File: src/rtl/board_ctl_pkg.sv
`timescale 1ns/1ps
package board_ctl_pkg;

    localparam int OFFS_W = 20;

    localparam logic [OFFS_W-1:0] OFF_SWITCH  = 20'h00200;
    localparam logic [OFFS_W-1:0] OFF_STATUS  = 20'h00208;
    localparam logic [OFFS_W-1:0] OFF_JUMPER  = 20'h00210;
    localparam logic [OFFS_W-1:0] OFF_LEDS    = 20'h00408;
    localparam logic [OFFS_W-1:0] OFF_HEXWORD = 20'h00410;
    localparam logic [OFFS_W-1:0] OFF_CHAR0   = 20'h00418;
    localparam logic [OFFS_W-1:0] OFF_SOFTRST = 20'h00500;
    localparam logic [OFFS_W-1:0] OFF_BRK     = 20'h00508;
    localparam logic [OFFS_W-1:0] OFF_GPO     = 20'h00A00;
    localparam logic [OFFS_W-1:0] OFF_GPI     = 20'h00A08;
    localparam logic [OFFS_W-1:0] OFF_I2C_IN  = 20'h00B00;
    localparam logic [OFFS_W-1:0] OFF_I2C_OE  = 20'h00B08;
    localparam logic [OFFS_W-1:0] OFF_I2C_OUT = 20'h00B10;
    localparam logic [OFFS_W-1:0] OFF_I2C_SEL = 20'h00B18;

    localparam int          CHAR_STRIDE = 8;
    localparam logic [7:0]  RESET_MAGIC = 8'h42;
    localparam logic [7:0]  ASCII_SPACE = 8'h20;
    localparam logic [7:0]  BRK_RST     = 8'h0A;
    localparam logic [1:0]  I2C_OUT_RST = 2'b11;
    localparam logic [1:0]  I2C_IN_RST  = 2'b11;

    // Map one nibble to its upper-case hexadecimal ASCII digit
    function automatic logic [7:0] nib2ascii(input logic [3:0] n);
        if (n < 4'd10)
            return 8'h30 + {4'h0, n};
        else
            return 8'h37 + {4'h0, n};
    endfunction

endpackage

File: src/rtl/board_ctl_hexfmt.sv
`timescale 1ns/1ps
module board_ctl_hexfmt
    import board_ctl_pkg::*;
#(
    parameter int NCHARS = 8
) (
    input  logic [4*NCHARS-1:0] word,
    output logic [8*NCHARS-1:0] chars
);

    // Character 0 takes the most significant nibble
    for (genvar i = 0; i < NCHARS; i++) begin : g_digit
        assign chars[8*i +: 8] = nib2ascii(word[4*(NCHARS-1-i) +: 4]);
    end

endmodule

File: src/rtl/board_ctl_dispbuf.sv
`timescale 1ns/1ps
module board_ctl_dispbuf
    import board_ctl_pkg::*;
#(
    parameter int NCHARS = 8
) (
    input  logic                clk,
    input  logic                rst_n,
    input  logic                load_all,
    input  logic [8*NCHARS-1:0] all_chars,
    input  logic [NCHARS-1:0]   char_we,
    input  logic [7:0]          char_data,
    output logic [8*NCHARS-1:0] text
);

    for (genvar i = 0; i < NCHARS; i++) begin : g_slot
        always_ff @(posedge clk) begin
            if (!rst_n)
                text[8*i +: 8] <= ASCII_SPACE;
            else if (load_all)
                text[8*i +: 8] <= all_chars[8*i +: 8];
            else if (char_we[i])
                text[8*i +: 8] <= char_data;
        end
    end

endmodule

File: src/rtl/board_ctl_rdmux.sv
`timescale 1ns/1ps
module board_ctl_rdmux
    import board_ctl_pkg::*;
#(
    parameter int DATA_W     = 32,
    parameter bit BIG_ENDIAN = 1'b0
) (
    input  logic [OFFS_W-1:0] offset,
    input  logic [7:0]        led_q,
    input  logic [7:0]        brk_q,
    input  logic [7:0]        gpo_q,
    input  logic [1:0]        oe_q,
    input  logic [DATA_W-1:0] i2c_out_q,
    input  logic              sel_q,
    input  logic              sda_in,
    output logic [DATA_W-1:0] rdata
);

    localparam logic [DATA_W-1:0] STATUS_VAL = BIG_ENDIAN ? DATA_W'(8'h12) : DATA_W'(8'h10);
    localparam logic [DATA_W-1:0] IN_RST     = DATA_W'(I2C_IN_RST);

    always_comb begin
        rdata = '0;
        case (offset)
            OFF_SWITCH:  rdata = '0;
            OFF_STATUS:  rdata = STATUS_VAL;
            OFF_JUMPER:  rdata = '0;
            OFF_LEDS:    rdata = DATA_W'(led_q);
            OFF_BRK:     rdata = DATA_W'(brk_q);
            OFF_GPO:     rdata = DATA_W'(gpo_q);
            OFF_GPI:     rdata = sel_q ? i2c_out_q : '0;
            OFF_I2C_IN:  rdata = {IN_RST[DATA_W-1:1], sda_in};
            OFF_I2C_OE:  rdata = DATA_W'(oe_q);
            OFF_I2C_OUT: rdata = i2c_out_q;
            OFF_I2C_SEL: rdata = DATA_W'(sel_q);
            default:     rdata = '0;
        endcase
    end

endmodule

File: src/rtl/board_ctl_regs.sv
`timescale 1ns/1ps
module board_ctl_regs
    import board_ctl_pkg::*;
#(
    parameter int ADDR_W     = 32,
    parameter int DATA_W     = 32,
    parameter bit BIG_ENDIAN = 1'b0
) (
    input  logic                     clk,
    input  logic                     rst_n,
    input  logic                     bus_wr,
    input  logic                     bus_rd,
    input  logic [ADDR_W-1:0]        bus_addr,
    input  logic [DATA_W-1:0]        bus_wdata,
    output logic [DATA_W-1:0]        bus_rdata,
    input  logic                     eeprom_sda_i,
    output logic [7:0]               led_bar,
    output logic [8*(DATA_W/4)-1:0]  disp_text,
    output logic [7:0]               brk_code,
    output logic [7:0]               gp_out,
    output logic [1:0]               i2c_oe,
    output logic                     i2c_scl_o,
    output logic                     i2c_sda_o,
    output logic                     i2c_sel,
    output logic                     sys_reset_req
);

    localparam int NCHARS = DATA_W / 4;

    logic [OFFS_W-1:0]   offset;
    logic                unused_addr_hi;
    logic [DATA_W-1:0]   i2c_out_q;
    logic [8*NCHARS-1:0] hex_chars;
    logic [NCHARS-1:0]   char_we;
    logic [DATA_W-1:0]   rdata_next;
    logic                hex_load;

    assign offset         = bus_addr[OFFS_W-1:0];
    assign unused_addr_hi = ^bus_addr[ADDR_W-1:OFFS_W];
    assign hex_load       = bus_wr && (offset == OFF_HEXWORD);

    // Per-slot write enables for single-character writes
    for (genvar i = 0; i < NCHARS; i++) begin : g_char_we
        assign char_we[i] = bus_wr && (offset == OFF_CHAR0 + OFFS_W'(i * CHAR_STRIDE));
    end

    board_ctl_hexfmt #(.NCHARS(NCHARS)) u_hexfmt (
        .word  (bus_wdata),
        .chars (hex_chars)
    );

    board_ctl_dispbuf #(.NCHARS(NCHARS)) u_dispbuf (
        .clk       (clk),
        .rst_n     (rst_n),
        .load_all  (hex_load),
        .all_chars (hex_chars),
        .char_we   (char_we),
        .char_data (bus_wdata[7:0]),
        .text      (disp_text)
    );

    board_ctl_rdmux #(.DATA_W(DATA_W), .BIG_ENDIAN(BIG_ENDIAN)) u_rdmux (
        .offset    (offset),
        .led_q     (led_bar),
        .brk_q     (brk_code),
        .gpo_q     (gp_out),
        .oe_q      (i2c_oe),
        .i2c_out_q (i2c_out_q),
        .sel_q     (i2c_sel),
        .sda_in    (eeprom_sda_i),
        .rdata     (rdata_next)
    );

    // Writable registers
    always_ff @(posedge clk) begin
        if (!rst_n) begin
            led_bar   <= '0;
            brk_code  <= BRK_RST;
            gp_out    <= '0;
            i2c_oe    <= '0;
            i2c_out_q <= DATA_W'(I2C_OUT_RST);
            i2c_sel   <= 1'b1;
        end else if (bus_wr) begin
            case (offset)
                OFF_LEDS:    led_bar   <= bus_wdata[7:0];
                OFF_BRK:     brk_code  <= bus_wdata[7:0];
                OFF_GPO:     gp_out    <= bus_wdata[7:0];
                OFF_I2C_OE:  i2c_oe    <= bus_wdata[1:0];
                OFF_I2C_OUT: i2c_out_q <= bus_wdata;
                OFF_I2C_SEL: i2c_sel   <= bus_wdata[0];
                default: ;
            endcase
        end
    end

    assign i2c_scl_o = i2c_out_q[1];
    assign i2c_sda_o = i2c_out_q[0];

    // One-cycle reset request on exact magic word
    always_ff @(posedge clk) begin
        if (!rst_n)
            sys_reset_req <= 1'b0;
        else
            sys_reset_req <= bus_wr && (offset == OFF_SOFTRST)
                             && (bus_wdata == DATA_W'(RESET_MAGIC));
    end

    // Registered read data, held between reads
    always_ff @(posedge clk) begin
        if (!rst_n)
            bus_rdata <= '0;
        else if (bus_rd)
            bus_rdata <= rdata_next;
    end

endmodule

File: config.mk
export PLATFORM = sky130hd
export DESIGN_NAME = board_ctl_regs
export DESIGN_NICKNAME = d
export VERILOG_FILES = /design/src/rtl/board_ctl_pkg.sv /design/src/rtl/board_ctl_hexfmt.sv /design/src/rtl/board_ctl_dispbuf.sv /design/src/rtl/board_ctl_rdmux.sv /design/src/rtl/board_ctl_regs.sv
export SDC_FILE = /design/constraint.sdc
export NUM_CORES = 1
export LEC_CHECK = 0
export BUFFER_PORTS_ARGS = -buffer_cell sky130_fd_sc_hd__buf_2
export CORE_MARGIN = 1
export CORE_UTILIZATION = 35
export CTS_CLUSTER_DIAMETER = 150
export CTS_CLUSTER_SIZE = 20
export DETAILED_ROUTE_END_ITERATION = 8
export HOLD_SLACK_MARGIN = 0.15
export PLACE_DENSITY_LB_ADDON = 0.2
export RECOVER_POWER = 25
export SYNTH_ARGS = -nofsm -noshare
export SYNTH_HDL_FRONTEND = slang
export SYNTH_SLANG_ARGS = --single-unit
File: constraint.sdc
create_clock -name clk -period 2.2 [get_ports clk]
set_input_delay 0.11 -clock clk [delete_from_list [all_inputs] [get_ports clk]]
set_output_delay 0.11 -clock clk [all_outputs]
set_load 0.005 [all_outputs]
* Word level (Yosys, flattened, before mapping)
Cells that the tools add are included.
** Operators by class
- $add $sub $neg :: 16
- Order comparisons :: 8
- Equality and inequality tests :: 20
- Multiplexer cells :: 26
- Reductions and logical operators :: 25
** Operators with widths (number)
- case mux 32 bit (9 select lines) :: 1
- equality test 20 x 11 -> 1 bit, second input constant :: 12
- two-way mux 8 bit :: 24
- equality test 20 x 12 -> 1 bit, second input constant :: 6
- adder 6 x 4 -> 7 bit, first input constant :: 16
- equality test 32 x 7 -> 1 bit, second input constant :: 1
- < comparator 4 bit, second input constant :: 8
- two-way mux 32 bit :: 1
- equality test 20 x 10 -> 1 bit, second input constant :: 1
- nonzero test 2 bit :: 8
- AND reduction 2 bit :: 6
- logical AND 1 bit :: 11
** Storage, ports and cells
- Flip-flop bits (word level) :: 156
- Output and inout bits :: 126

* Depth between registers and ports, before layout
- Word-level depth :: 4
- Gate-level depth with buffers :: 9
- Mapped depth without buffers :: 7

* Cells and area by module
Synthesis repeated with hierarchy kept, for this count alone.
** Unflattened totals
- Cells, all modules :: 885
- Area total of the unflattened synthesis :: 8592.0 µm²
** By module, submodules not included
- board_ctl_regs :: times used 1, cells each 385, area each 3809.9 µm², sequential area each 1841.8 µm²
- board_ctl_dispbuf :: times used 1, cells each 287, area each 3299.4 µm², sequential area each 1281.2 µm²
- board_ctl_hexfmt :: times used 1, cells each 127, area each 807.0 µm², sequential area each 0.0 µm²
- board_ctl_rdmux :: times used 1, cells each 86, area each 675.6 µm², sequential area each 0.0 µm²

* Worst setup path before layout
OpenSTA, ideal clock, no wires.
- Kind :: input to register
- Start point :: input bus_addr[4]
- End point :: register brk_code[3]
- Setup time :: 129 ps
- Data arrival time :: 1884 ps
- Slack :: 188 ps
- Stages on the path :: 7
- Path through :: buf_2 > nor4_2 > nand4_1 > or4_1 > buf_2 > mux2i_1 > nand2_1
** Between the ends
- Cells in the longest elaborated chain, start to end :: 2
** RTL lines
- start, declared :: RTL line board_ctl_regs.sv:13 : input logic [ADDR_W-1:0] bus_addr,
- equality test 20 x 11 -> 1 bit :: RTL line board_ctl_regs.sv:84 : case (offset)
- AND reduction 2 bit (no line)
- end signal, assigned :: RTL line board_ctl_regs.sv:86 : OFF_BRK: brk_code <= bus_wdata[7:0];
- end, declared :: RTL line board_ctl_regs.sv:19 : output logic [7:0] brk_code,
No other way between the ends.
A chain may end at the register's enable or synchronous reset.

* Final worst setup path
- Start point :: input bus_addr[2]
- End point :: register bus_rdata[4]
** Between the ends
- Cells in the longest elaborated chain, start to end :: 2
- Elaborated cells on any way between the ends :: 10
- Those cells by class :: eq/ne (9); mux (1)
** RTL lines
- equality test 20 x 12 -> 1 bit (tied with other cells) :: RTL line board_ctl_rdmux.sv:24 : case (offset)
- case mux 32 bit (9 select lines) * :: RTL line board_ctl_rdmux.sv:24
- end signal, assigned :: RTL line board_ctl_regs.sv:113 : bus_rdata <= rdata_next;
- end, declared :: RTL line board_ctl_regs.sv:15 : output logic [DATA_W-1:0] bus_rdata,
Every way passes the cells marked *; elsewhere a longest branch is shown, timed or not.

==> results.md <==
- The flow ran to the end, and the final reports show no timing, DRC or antenna violations.
- From left edge to right edge, the die measures 149 µm.
- In this run, synthesis inferred 0 flip-flops with an integrated enable.
- The beginning of the worst hold path is bus_addr[8].
- Clock tree synthesis inserted a total of 17 buffers.
- The repair_antennas step left the layout with diodes totalling 0.
- The upper clock frequency limit is 479 MHz.
- Using the TritonRoute via totals, the vias-per-cell ratio works out to 5.40.
- By startpoint and endpoint, the worst setup path is classified as in -> reg.
- The class of the most critical hold timing path is in -> reg.
- The initial cell density of the core is 35.9%.
- The placed instance count is 1,322.
- The ratio of cells with drive above 1 in the final layout is 22.6%.
- The worst hold slack across all endpoints is 0.173 ns.
- The leakage dissipation is 3.93 nW.
- The relative contribution of combinational cells to total power is 7.6%.
- Setup repair after global routing left no endpoint under its margin.
- The worst register-to-register path has a depth of 6.
- Measured against its own limit, the worst slew margin works out to 50.8%.
- Synthesis produced a netlist whose cell count is 883.
- The global-route wire length before repair is 40,300 µm.
- The number of library cell types mapped by synthesis is 66.
- The count of max-cap constraint violations is 0.
- Clock-pin slew was measured on the worst setup and hold paths at 0.07 ns.
- The setup slack of the most critical reg-to-reg path is 0.22 ns.
- After layout, the design draws a total of 6.29 mW.
- In the routed design, unresolved DRC markers number 0.
- The number of core rows is 53.
- The worst path needs 2.09 ns of the cycle, external delays included.
- The count of buffers added on input and output ports is 182.
- In this run the remaining antenna-violating nets after routing total 0.
- In this run the worst path has a maximum fanout of 6.
- The number of global-route vias before repair is 7,001.
- In the finished design, the share of the clock period the worst path needs comes to 94.8%.
- The total count of hold-check failures in the final report came to 0.
- The area of the multi-input gates is 4070 µm².
- The area taken by flip-flops and latches is 3120 µm².
- The initial detailed-routing violation count is 541.
- In this run the vertical extent of the chip is 149 µm.
- The worst setup path is captured at a flop.
- The number of setup violations in the final report is 0.
- The sum of met2 wire segment lengths after detailed routing is 11,900 µm.
- Prior to clock tree synthesis, the placed netlist has a worst setup slack of 0.110 ns.
- The number of antenna violations at the first check in global routing is 0.
- For this design the total switching power over the nets is 1.58 mW.
- Compared with the post-synthesis result, the final layout area differs by 30.9%.
- For this design, the sink count on the clock tree is 156.
- Measured on the finished design, the core utilization comes to 47.0%.
- The worst endpoint required time is 2.57 ns.
- The worst hold path was traced through 4 stages.
- Wire segments on met3 add up to 1440 µm in the final route.
- Fill cells in the final layout number 2,052.
- The level count of the clock H-tree is 4.
- The aggregate global routing overflow is 0.
- The largest net degree at the start of global routing is 55.
- The final weighted congestion in routability-driven placement is 0.859.
- The detailed router used layers up to and including met4.
- Once layout is complete, the cells apart from fillers number 1,388.
- The part of the Yosys area used for sequential elements is 41.2%.
- In this run the clock root is driven by a sky130_fd_sc_hd__clkbuf_16.
- The later-pin clock latency in the skew report is 0.42 ns.
- The sequential power share is 44.9%.
- STA classifies the critical path startpoint as a primary input.
- The met1 wire length is 12,300 µm.
- For this run, the number of Yosys warnings is 0.
- The most used flip-flop cell after synthesis is sky130_fd_sc_hd__dfxtp_1.
- TritonCTS built the clock tree.
- Once routing completed, OpenROAD measured the worst setup slack at 0.113 ns.
- The total power divided by cell area is 633 nW/µm².
- The worst flop-to-flop path startpoint is i2c_sel$_SDFFE_PN1P_.
- The slew at the pin closest to its max-slew limit is 0.731 ns.
- The full die area is 22,300 µm².
- The clock network power share is 47.6%.
- The register bit count reported by yosys is 156.
- The summed instance area of the synthesized netlist is 7590 µm².
- After synthesis, the share of flip-flops with an asynchronous set or reset is 0%.
- The switching power share of the total is 25.1%.
- For this run, the post-layout net count is 1,185.
- The arrival time at the worst endpoint is 2.46 ns.
- The wire length reported by the detailed router is 26,100 µm.
- For the final routed database, the setup TNS stands at 0 ns.
- The final number of max-transition violations is 0.
- The maximum VDD drop is 0.539 mV.
- Summing all placed instances gives a cell area of 9050 µm².
- The routed length per instance is 18.8 µm.
- The placeable core area is 21,200 µm².
- The maximum clock insertion buffer count is 2.
- The worst min-delay path endpoint is bus_rdata[1]$_SDFFE_PN0P_.
- The total internal power is 4.72 mW.
- The number of nets in the synthesized netlist is 968.
- The maximum clock skew at final layout is 0.00733 ns.
- The HPWL reported at the end of detailed placement is 18,600 µm.
- The number of iterations in the first detailed-routing pass is 5.
- For this run, the total global-route usage over all layers was measured as 23.6%.
- The I/O pin count is 195.
- Summing all non-filler instances in the final layout gives an area of 9940 µm².
- For this block, the via count after detailed routing is 7,502.
- The synthesized area per cell is 8.59 µm².
- In this run the critical register-to-register path is captured at bus_rdata[4]$_SDFFE_PN0P_.
## cells in the mapped netlist, types with 3 or more instances
| cell | n | area share (%) |
|---|---|---|
| sky130_fd_sc_hd__or3_1 | 6 | 0.49 |
| sky130_fd_sc_hd__o31ai_1 | 3 | 0.30 |
| sky130_fd_sc_hd__or4_1 | 5 | 0.49 |
| sky130_fd_sc_hd__nand3b_1 | 4 | 0.40 |
| sky130_fd_sc_hd__o211ai_1 | 4 | 0.40 |
| sky130_fd_sc_hd__dfxtp_1 | 156 | 41 |
| sky130_fd_sc_hd__a311oi_1 | 5 | 0.58 |
| sky130_fd_sc_hd__nand4_1 | 9 | 0.74 |
| sky130_fd_sc_hd__xnor2_1 | 7 | 0.81 |
| sky130_fd_sc_hd__nor4_4 | 4 | 1.1 |
| sky130_fd_sc_hd__nand3_1 | 33 | 2.2 |
| sky130_fd_sc_hd__o22ai_1 | 5 | 0.41 |
| sky130_fd_sc_hd__and3_1 | 7 | 0.58 |
| sky130_fd_sc_hd__o32ai_1 | 7 | 0.81 |
| sky130_fd_sc_hd__nor3_2 | 3 | 0.40 |
| sky130_fd_sc_hd__nor2_1 | 48 | 2.4 |
| sky130_fd_sc_hd__clkbuf_1 | 58 | 2.9 |
| sky130_fd_sc_hd__nand2b_1 | 15 | 1.2 |
| sky130_fd_sc_hd__o21ai_0 | 46 | 3.0 |
| sky130_fd_sc_hd__buf_6 | 4 | 0.59 |
| sky130_fd_sc_hd__nor4_1 | 5 | 0.41 |
| sky130_fd_sc_hd__a21oi_1 | 89 | 5.9 |
| sky130_fd_sc_hd__a211oi_1 | 20 | 2.0 |
| sky130_fd_sc_hd__buf_2 | 6 | 0.40 |
| sky130_fd_sc_hd__a21o_1 | 4 | 0.40 |
| sky130_fd_sc_hd__inv_1 | 23 | 1.1 |
| sky130_fd_sc_hd__o21a_1 | 7 | 0.69 |
| sky130_fd_sc_hd__mux2i_1 | 69 | 9.1 |
| sky130_fd_sc_hd__a221oi_1 | 3 | 0.35 |
| sky130_fd_sc_hd__a22o_1 | 25 | 2.9 |
| sky130_fd_sc_hd__and2_1 | 6 | 0.49 |
| sky130_fd_sc_hd__ha_1 | 16 | 2.6 |
| sky130_fd_sc_hd__nor4_2 | 3 | 0.49 |
| sky130_fd_sc_hd__nor3_1 | 18 | 1.2 |
| sky130_fd_sc_hd__a22oi_1 | 8 | 0.79 |
| sky130_fd_sc_hd__nand2_1 | 114 | 5.6 |
## cell families (layout without fill, tap and decap cells)
group,count (synthesis),count (layout),synth area share (%)
AO/OA/AOI/OAI,237,237,19.8
XOR/XNOR,8,8,0.923
adder cells (fa/ha/maj),16,16,2.64
buffers and inverters,96,326,5.34
flip-flops,156,156,41.2
multiplexers,70,70,9.25
AND/OR/NAND/NOR,300,300,20.9
## flip-flops by register name (all words and copies together) (netlist names)
name	flops
bus_rdata	32
i2c_sel	1
gp_out	8
i2c_out_q	32
i2c_oe	2
sys_reset_req	1
u_dispbuf.text	64
led_bar	8
brk_code	8
## power groups by stage
stage	sequential, mW	combinational [mW]	clock, mW
4_1_cts	2.82	0.472	3.05
6_report	2.82	0.476	2.99
3_5_place_dp	2.89	0.426	0
3_3_place_gp	2.89	0.426	0
2_1_floorplan	2.89	0.228	0
5_1_grt	2.82	0.516	3.17
## metal layers
metal,up-vias,GRT usage [%]
li1,3611,-
met1,3618,32.9
met2,249,37.1
met3,24,4.50
met4,0,6.07
met5,-,0
## worst max path at each step
stage | end | startpoint | slack [ns] | depth (start not counted)
6_report | bus_rdata[4]$_SDFFE_PN0P_ | bus_addr[2] | 0.11 | 8
5_1_grt | bus_rdata[4]$_SDFFE_PN0P_ | bus_addr[2] | 0.03 | 8
4_1_cts | bus_rdata[4]$_SDFFE_PN0P_ | bus_addr[2] | 0.14 | 8
3_5_place_dp | u_dispbuf.text[43]$_SDFFE_PN0P_ | bus_addr[2] | 0.11 | 8
3_3_place_gp | u_dispbuf.text[43]$_SDFFE_PN0P_ | bus_addr[13] | 0.13 | 9
2_1_floorplan | brk_code[3]$_SDFFE_PN1P_ | bus_addr[4] | 0.19 | 7
## layout make-up
| type | instances | share of cell area, % |
|---|---|---|
| multi-input combinational | 631 | 41.0 |
| sequential | 156 | 31.4 |
| clock buffer | 18 | 4.42 |
| inverter | 24 | 0.907 |
| tap | 275 | 3.46 |
| clock inverter | 14 | 1.56 |
| timing repair buffer | 270 | 17.2 |
## layout by cell type (no fill, tap or decap), drive strengths merged, types with 16 or more instances in the layout
master,Yosys,routed
nand3,34,34
dlygate4sd3,0,32
nor2,48,48
ha,16,16
mux2i,69,69
a211oi,21,21
o21ai,47,47
dfxtp,156,156
a22o,25,25
clkbuf,58,61
nor3,23,23
inv,24,30
a21oi,89,89
nand2,115,115
buf,14,195
## worst max-delay path, stage by stage
cell and delay, ns:
sky130_fd_sc_hd__buf_2 0.13, sky130_fd_sc_hd__nor4_2 0.49, sky130_fd_sc_hd__nand3_2 0.22, sky130_fd_sc_hd__o32ai_2 0.34, sky130_fd_sc_hd__buf_4 0.22, sky130_fd_sc_hd__a221oi_1 0.09
sky130_fd_sc_hd__a221oi_1 0.27, sky130_fd_sc_hd__dlygate4sd3_1 0.59
## repair_timing
item	in CTS	in global routing
hold buffers	32	0
gates resized for setup	0	1
setup endpoints to repair	0	1
endpoints found under the hold margin	46	0
buffers inserted	0	2
Power figures use the tool's default switching activity.
